[src/rtl/rgbseq_pkg.sv]
package rgbseq_pkg;
  localparam logic [1:0] COL_TRI = 2'b00;
  localparam logic [1:0] COL_RED = 2'b01;
  localparam logic [1:0] COL_GRN = 2'b10;
  localparam logic [1:0] COL_BLU = 2'b11;

  localparam logic [1:0] CLM_PIX  = 2'b00;
  localparam logic [1:0] CLM_LINE = 2'b01;
  localparam logic [1:0] CLM_OFF  = 2'b10;
  localparam logic [1:0] CLM_SH   = 2'b11;

  function automatic logic [1:0] next_colour(input logic [1:0] c);
    case (c)
      COL_GRN: next_colour = COL_BLU;
      COL_BLU: next_colour = COL_RED;
      default: next_colour = COL_GRN;
    endcase
  endfunction
endpackage

[src/rtl/clamp_gate.sv]
module clamp_gate
  import rgbseq_pkg::*;
(
  input  logic       clk,
  input  logic       rst,
  input  logic       blk_i,
  input  logic       lcl_i,
  input  logic [1:0] mode_i,
  output logic       clamp_o
);
  logic clamp_d;

  always_comb begin
    case (mode_i)
      CLM_PIX:  clamp_d = blk_i;
      CLM_LINE: clamp_d = blk_i & lcl_i;
      CLM_SH:   clamp_d = lcl_i;
      default:  clamp_d = 1'b0;
    endcase
  end

  always_ff @(posedge clk) begin
    if (rst) clamp_o <= 1'b0;
    else     clamp_o <= clamp_d;
  end

  // with the clamp switched off, the enable stays low on the next cycle
  p_clamp_off_r5: assert property (@(posedge clk) disable iff (rst)
    (mode_i == CLM_OFF) |=> !clamp_o);
  // pixel mode follows the black pulse one cycle later
  p_clamp_pix_r5: assert property (@(posedge clk) disable iff (rst)
    (mode_i == CLM_PIX) |=> (clamp_o == $past(blk_i)));
endmodule

[src/rtl/chan_rotor.sv]
module chan_rotor
  import rgbseq_pkg::*;
(
  input  logic       clk,
  input  logic       rst,
  input  logic       vid_i,
  input  logic [1:0] csel_i,
  output logic [1:0] sel_o,
  output logic       sync_o,
  output logic       live_o
);
  logic vid_q;
  logic running;
  logic fall;
  logic tri_mode;

  assign fall     = vid_q & ~vid_i;
  assign tri_mode = (csel_i == COL_TRI);

  always_ff @(posedge clk) begin
    if (rst) begin
      vid_q   <= 1'b0;
      running <= 1'b0;
      sel_o   <= COL_RED;
      sync_o  <= 1'b0;
      live_o  <= 1'b0;
    end else begin
      vid_q <= vid_i;
      if (!tri_mode) begin
        sel_o   <= csel_i;
        running <= 1'b0;
        sync_o  <= 1'b0;
        live_o  <= (sel_o == csel_i);
      end else if (fall) begin
        sel_o   <= COL_GRN;
        running <= 1'b1;
        sync_o  <= 1'b1;
        live_o  <= 1'b0;
      end else begin
        sync_o <= 1'b0;
        live_o <= running;
        if (running) sel_o <= next_colour(sel_o);
      end
    end
  end

  // a resync always lands on green
  p_sync_green_r2: assert property (@(posedge clk) disable iff (rst)
    sync_o |-> (sel_o == COL_GRN));
  // the sync flag lasts a single cycle
  p_sync_pulse_r2: assert property (@(posedge clk) disable iff (rst)
    sync_o |=> !sync_o);
  // once synchronised, colour mode never repeats a colour on consecutive cycles
  p_rotate_r1: assert property (@(posedge clk) disable iff (rst)
    (tri_mode && running && !fall) |=> (sel_o != $past(sel_o)));
  // single-colour mode connects the chosen colour on the next edge
  p_single_r3: assert property (@(posedge clk) disable iff (rst)
    !tri_mode |=> (sel_o == $past(csel_i)) && !sync_o);
  // unsynchronised colour mode holds the select
  p_hold_r4: assert property (@(posedge clk) disable iff (rst)
    (tri_mode && !running && !fall) |=> $stable(sel_o));
endmodule

[src/rtl/tag_pipe.sv]
module tag_pipe #(
  parameter int LAT = 4,
  parameter int W   = 3
) (
  input  logic         clk,
  input  logic         rst,
  input  logic [W-1:0] d_i,
  output logic [W-1:0] q_o
);
  logic [W-1:0] stage [LAT];

  always_ff @(posedge clk) begin
    if (rst) begin
      for (int i = 0; i < LAT; i++) stage[i] <= '0;
    end else begin
      stage[0] <= d_i;
      for (int i = 1; i < LAT; i++) stage[i] <= stage[i-1];
    end
  end

  assign q_o = stage[LAT-1];
endmodule

[src/rtl/rgb_sequencer.sv]
module rgb_sequencer
  import rgbseq_pkg::*;
#(
  parameter int LAT = 4
) (
  input  logic       clk,
  input  logic       rst,
  input  logic       blk_smp_i,
  input  logic       vid_smp_i,
  input  logic       line_clamp_i,
  input  logic [1:0] clamp_mode_i,
  input  logic [1:0] color_sel_i,
  output logic [1:0] mux_sel_o,
  output logic       clamp_en_o,
  output logic       sync_o,
  output logic [1:0] tag_color_o,
  output logic       tag_valid_o
);
  localparam int TAG_W = 3;

  logic             live;
  logic [TAG_W-1:0] tag_in;
  logic [TAG_W-1:0] tag_out;

  clamp_gate u_clamp (
    .clk(clk), .rst(rst), .blk_i(blk_smp_i), .lcl_i(line_clamp_i),
    .mode_i(clamp_mode_i), .clamp_o(clamp_en_o)
  );

  chan_rotor u_rotor (
    .clk(clk), .rst(rst), .vid_i(vid_smp_i), .csel_i(color_sel_i),
    .sel_o(mux_sel_o), .sync_o(sync_o), .live_o(live)
  );

  assign tag_in = {live, mux_sel_o};

  tag_pipe #(.LAT(LAT), .W(TAG_W)) u_pipe (
    .clk(clk), .rst(rst), .d_i(tag_in), .q_o(tag_out)
  );

  assign tag_valid_o = tag_out[2];
  assign tag_color_o = tag_out[1:0];

  // a valid tag always names a real colour
  p_tag_colour_r8: assert property (@(posedge clk) disable iff (rst)
    tag_valid_o |-> (tag_color_o != COL_TRI));
  // a sync flag marks the start of a dummy sample
  p_sync_dummy_r8: assert property (@(posedge clk) disable iff (rst)
    sync_o |-> !live);
endmodule

[config.mk]
export PLATFORM = sky130hd
export DESIGN_NAME = rgb_sequencer
export DESIGN_NICKNAME = d
export VERILOG_FILES = /design/src/rtl/rgbseq_pkg.sv /design/src/rtl/clamp_gate.sv /design/src/rtl/chan_rotor.sv /design/src/rtl/tag_pipe.sv /design/src/rtl/rgb_sequencer.sv
export SDC_FILE = /design/constraint.sdc
export NUM_CORES = 1
export LEC_CHECK = 0
export BUFFER_PORTS_ARGS = -buffer_cell sky130_fd_sc_hd__buf_2
export CORE_MARGIN = 2
export CORE_UTILIZATION = 30
export CTS_CLUSTER_SIZE = 10
export DETAILED_ROUTE_END_ITERATION = 16
export GPL_TIMING_DRIVEN = 0
export MAX_ROUTING_LAYER = met4
export PLACE_DENSITY = 0.57
export SETUP_SLACK_MARGIN = 0.15
export SYNTH_ARGS = -nofsm -noshare
export SYNTH_HDL_FRONTEND = slang
export SYNTH_HIERARCHICAL = 1
export SYNTH_SLANG_ARGS = --single-unit
[constraint.sdc]
create_clock -name clk -period 1.8 [get_ports clk]
set_input_delay 0.09 -clock clk [delete_from_list [all_inputs] [get_ports clk]]
set_output_delay 0.09 -clock clk [all_outputs]
set_load 0.005 [all_outputs]
==> qor.yml, run 1 <==
place:
  detailed_place_hpwl_um: 672.8
  io_buffers: 15
  dpl_cell_area_um2: 774.5
  gp_congestion: 0.6895
cts:
  cts_resized: 0
  cts_tree: "built"
  cts.sinks: 19
  cts.reportedPaths.clkPinSlew_ns: 0.10
  worstSkewPairLatency_ns: 0.28
  cts_hold_buf: 0
  root_buffer: "clkbuf_4"
  htreeDepth: 1
  numCtsBuffers: 3
  clockBufferDepth: 2
  post-cts-setup-buffers: 0
outcome:
  outcome: "completed"
run:
  maxCapViolCount: 0
global_route:
  grt-ovfl-total: 0
  grt_pass1_vias: 390
  grt_first_pass_wirelength_um: 1656
  grt.total_usage_pct: 8.825
  grt_max_degree: 11
  antenna_found_initial: 0
floorplan:
  die_area_um2: 2607
  core_area_um2: 2148
  ios: 16
  die_width_um: 51.06
  die_height_um: 51.06
  row_count: 17
  start_util_pct: 30.93
power_and_ir_drop:
  p_total_mw: 0.7075
  p_per_area_nw_per_um2: 883.5
  p_leak_nw: 0.3502
  ir_drop_v: 0.0004299
critical_path:
  worstPathArrival_ns: 1.28
  critical_path_class: "reg -> reg"
  endpoint_kind: "flop"
  crit_fanout: 5
  ff2ff_path_depth: 3
  required_ns: 2.01
  startpoint_type: "flop"
synthesis:
  ys.flop_type: "dfxtp_1"
  syn_area_um2: 664.4
  synth_cells: 53
  ys_warn_count: 6
  ys_top_cells_by_area: "dfxtp_1 (57%), nor2b_2 (11%), nor2b_4 (6.2%)"
  seq_area_frac_synth_pct: 57.25
  synth.avg_cell_area_um2: 12.54
  yosysMostFrequentCell: "dfxtp_1"
  synth_edf_count: 0
  synth_top_cell_by_area: "dfxtp_1"
  synth_common_cells: "dfxtp_1 (19), nor2b_2 (8), nor2b_4 (3)"
  synth-async-reset-ratio_pct: 0
  ys_seq_elements: 19
  synth_cell_types: 22
  synth_top_area_share_pct: 57.25
  syn_nets: 62
detailed_routing:
  drt_wl_total_um: 914
  antenna_left: 0
  vias: 431
  wl_met1_um: 444
  top_layer: "met3"
  wl_per_cell_um: 9.140
  via_per_inst: 4.310
  first_pass_iters: 4
  drc: 0
  drt_iter0_drc: 6
  dr_wl_met2_um: 409
  wl_met3_um: 60
cells_and_area:
  multiInputGateArea_um2: 265.3
  syn2layout_area_growth_pct: 20.53
  regArea_um2: 380.4
  fin_area_um2: 800.8
  nFillCells: 221
  drive_above_1_share_pct: 48.61
  diodes: 0
  fin_nets: 82
  final_util_pct: 37.27
timing:
  period_share_pct: 59.84
  fin_skew_ns: 0.0004317
  clock.fmax_ghz: 0.9284
  worstMarginPinSlew_ns: 0.3183
  grt_setup_unrepaired: "no"
  period_minus_slack_ns: 1.077
  finalSetupTns_ns: 0
  setup_viol: 0
  hold_viol_final: 0
  drv_slew: 0
  hold_slack_ns: 0.04102
  slew_headroom_pct: 78.73
hold_path:
  hold_class: "in -> reg"
  whs_path_depth: 2
## power by group
part	internal, mW	total [mW]	switching (mW)	leakage (nW)
registers	0.436	0.444	0.00760	0.156
logic	0.0329	0.0611	0.0282	0.180
clock network	0.0859	0.203	0.117	0.0150
total	0.555	0.707	0.153	0.350
## metrics by stage
| stage | setup WS [ns] | std cells |
|---|---|---|
| after CTS | 0.7195 | 100 |
| after detailed placement | 0.7475 | 96 |
| final | 0.7228 | 100 |
| after global placement | 0.7567 | 96 |
| after global routing | 0.6737 | 100 |
| after floorplan | 0.8170 | 53 |
## area by class of cell
type	instances	share of cell area, %
flip-flops and latches	19	47.50
multi-input cells	31	33.12
repair buffers	15	9.375
well taps	28	4.375
clock buffers	4	3.281
plain buffers	1	1.406
inverters	2	0.9375
## registers in the layout, indices dropped and copies added, names as in the netlist
name and cells:
u_rotor/sel_o 2, u_rotor/running 1, u_rotor/vid_q 1, u_clamp/clamp_o 1, u_rotor/live_o 1, u_pipe/stage 12, u_rotor/sync_o 1
## routing by layer
metal	global-route usage, %	vias to the layer above
li1	-	217
met1	10.02	197
met2	13.64	17
met3	3.509	0
met4	4.054	0
met5	-	-
## cells in the final DEF, fill, tap and decap left out, types with 2 or more instances in the layout
cell type / count
and2b_2: 2
clkbuf_4: 3
dfxtp_1: 19
nor2_1: 2
nor2b_1: 2
nor2b_2: 8
buf_2: 15
nor2b_4: 3
mux2i_1: 2
## logic make-up (layout without fill, tap and decap cells)
family / count (synthesis) / after routing / share of synthesized area [%]
compound gates: 6 / 6 / 8.098
xor+xnor: 1 / 1 / 1.319
buf+inv: 3 / 22 / 2.824
flops: 19 / 19 / 57.25
mux: 2 / 2 / 3.013
simple gates: 22 / 22 / 27.50
## worst max-delay path: stages, from the launching register on
cell,delay [ns]
dfxtp_1,0.44
inv_2,0.04
o32a_1,0.35
o31ai_2,0.17
## final timing paths
| path | startpoint | endpoint | slack (ns) |
|---|---|---|---|
| max | u_rotor/running | u_rotor/live_o | 0.72 |
| min | vid_smp_i | u_rotor/vid_q | 0.04 |
| max reg2reg | u_rotor/running | u_rotor/live_o | 0.72 |
| min reg2reg | u_pipe/stage[2][1] | u_pipe/stage[3][1] | 0.44 |
Power figures use the tool's default switching activity.
==> run 2, diff against run 1 <==
Settings changed: PLACE_DENSITY 0.57 to 0.59.
Clock period 1.8 ns to 0.9 ns, I/O delays scaled along.
==> run 2 against run 1 <==
Net effect: the flow now finishes with violations (setup timing); cell area increased by 13%; clock skew increased by 0.0016 ns; sequential power increased by 100%; worst setup slack got worse by 0.79 ns; clock power increased by 100%; critical path type unchanged; largest power group unchanged; highest routed layer is now met4.
==> qor.yml, run 2 (synthesized netlist as in run 1, its figures left out) <==
critical_path:
  cp_top_family: "compound AO/OA/AOI/OAI gates"
  required_ns: 1.11
  critical_path_class: "reg -> reg"
  crit_fanout: 3
  r2r-start: "u_rotor/running"
  cp.depth: 3
  worstPathArrival_ns: 1.19
  worstPathBufferInverterCount: 1
  r2r-end: "u_rotor/live_o"
  endpoint_kind: "flop"
  crit_slowest_cell: "dfxtp_4"
  max_stage_delay_ns: 0.37
  ff2ff_path_depth: 3
  worstPathCellList: "inv_2, o32a_1, o31ai_2"
  startpoint_type: "flop"
  r2r_setup_slack_ns: -0.07
cells_and_area:
  final_common_cell: "dfxtp_1"
  diodes: 0
  stdcell_count: 106
  largest-register: "u_pipe/stage"
  largest_reg_flops: 12
  final_cell_mix: "dfxtp_1 (14), buf_2 (13), nor2b_2 (8)"
  fin_nets: 88
  drive_above_1_share_pct: 61.54
  reg_top3: "u_pipe/stage (12), u_rotor/sel_o (2)"
  syn2layout_area_growth_pct: 35.78
  final_util_pct: 41.99
timing:
  setup_viol: 3
  worstMarginPinSlew_ns: 0.2367
  slew_headroom_pct: 84.16
  hold_viol_final: 0
  drv_slew: 0
  clock.fmax_ghz: 1.030
  fin_ws_ns: -0.07111
  fin_skew_ns: 0.001992
  period_share_pct: 107.9
  period_minus_slack_ns: 0.9711
  grt_setup_unrepaired: "yes"
run:
  maxCapViolCount: 0
outcome:
  violations: "setup timing"
  outcome: "complete, but fails checks"
floorplan:
  row_count: 17
  die_width_um: 51.06
  start_util_pct: 30.93
  ios: 16
  die_area_um2: 2607
  die_height_um: 51.06
  core_area_um2: 2148
cts:
  htreeDepth: 1
  cts_tree: "built"
  clockBufferDepth: 2
  cts_hold_buf: 3
  cts.sinks: 19
  root_buffer: "clkbuf_4"
  worstSkewPairLatency_ns: 0.29
  numCtsBuffers: 3
  cts.reportedPaths.clkPinSlew_ns: 0.10
detailed_routing:
  wl_per_cell_um: 9.953
  via_per_inst: 4.179
  drt_wl_total_um: 1055
  antenna_left: 0
  vias: 443
  drt_iter0_drc: 0
  drc: 0
  first_pass_iters: 1
place:
  gp_congestion: 0.7527
  io_buffers: 15
  place_ws_ns: -0.07923
  detailed_place_hpwl_um: 613.6
  dpl.cell_count: 96
hold_path:
  hold_class: "in -> reg"
  whs_path_depth: 2
  min_to: "u_rotor/sel_o[1]"
  hold_start: "color_sel_i[0]"
power_and_ir_drop:
  p_seq_share_pct: 61.1
  p_leak_nw: 0.3908
  swShare_pct: 22.67
  ir_drop_v: 0.0009662
  p_per_area_nw_per_um2: 1607
  pwr-share-clk_pct: 28.5
  switchingPower_mw: 0.3288
  p_comb_share_pct: 10.4
  intPower_mw: 1.121
global_route:
  grt-ovfl-total: 0
  grt_max_degree: 12
  antenna_found_initial: 0
  grt_pass1_vias: 369
  grt.total_usage_pct: 8.619
  grt_first_pass_wirelength_um: 1545
==> run 2: cell type report <==
type,count,area [um2]
Tap cell,28,35.03
Timing Repair Buffer,21,140.1
Buffer,1,11.26
Inverter,2,7.507
Fill cell,215,1246
Sequential cell,19,394.1
Multi-Input combinational cell,31,286.5
Clock inverter,1,5.005
Clock buffer,3,22.52
==> run 2: layer usage <==
layer  track usage (%)  vias up  part of all wire, %
met5                 -        -                    0
met4             5.405        0                 0.76
met3             4.386        2                  5.8
met2             14.07       10                   54
met1             7.971      202                   39
li1                  -      229                    -
==> run 2: worst max path at each step <==
stage,start,endpoint,slack [ns]
finish,u_rotor/running,u_rotor/live_o,-0.07
global route,u_rotor/running,u_rotor/sel_o[0],-0.10
CTS,u_rotor/running,u_rotor/live_o,-0.07
detailed placement,u_rotor/running,u_rotor/live_o,-0.08
global placement,u_rotor/running,u_rotor/live_o,-0.08
floorplan,u_rotor/running,u_rotor/live_o,-0.04
==> run 2: what timing repair did <==
action	4_1_cts	5_1_grt
resized for setup	7	4
pin swaps	2	1
hold endpoints to repair	5	1
buffers inserted	2	1
endpoints found under the setup margin	10	12
==> run 2: power by group through the flow <==
stage	logic [mW]	registers (mW)	clock network, mW
after global placement	0.122	0.907	0
after floorplan	0.0746	0.907	0
after detailed placement	0.124	0.908	0
after CTS	0.144	0.886	0.449
final	0.150	0.886	0.414
after global routing	0.161	0.891	0.480
==> run 2: stage by stage <==
step	setup TNS, ns	hold slack, ns	total power, mW	instance area [um2]
finish	-0.1325	0.01277	1.450	902.1
global route	-0.2896	-0.002032	1.531	902.1
CTS	-0.1113	-0.002733	1.479	883.3
detailed placement	-0.07923	0.3014	1.033	785.8
global placement	-0.07593	0.2946	1.029	785.8
floorplan	-0.04219	0.1147	0.9812	675.6
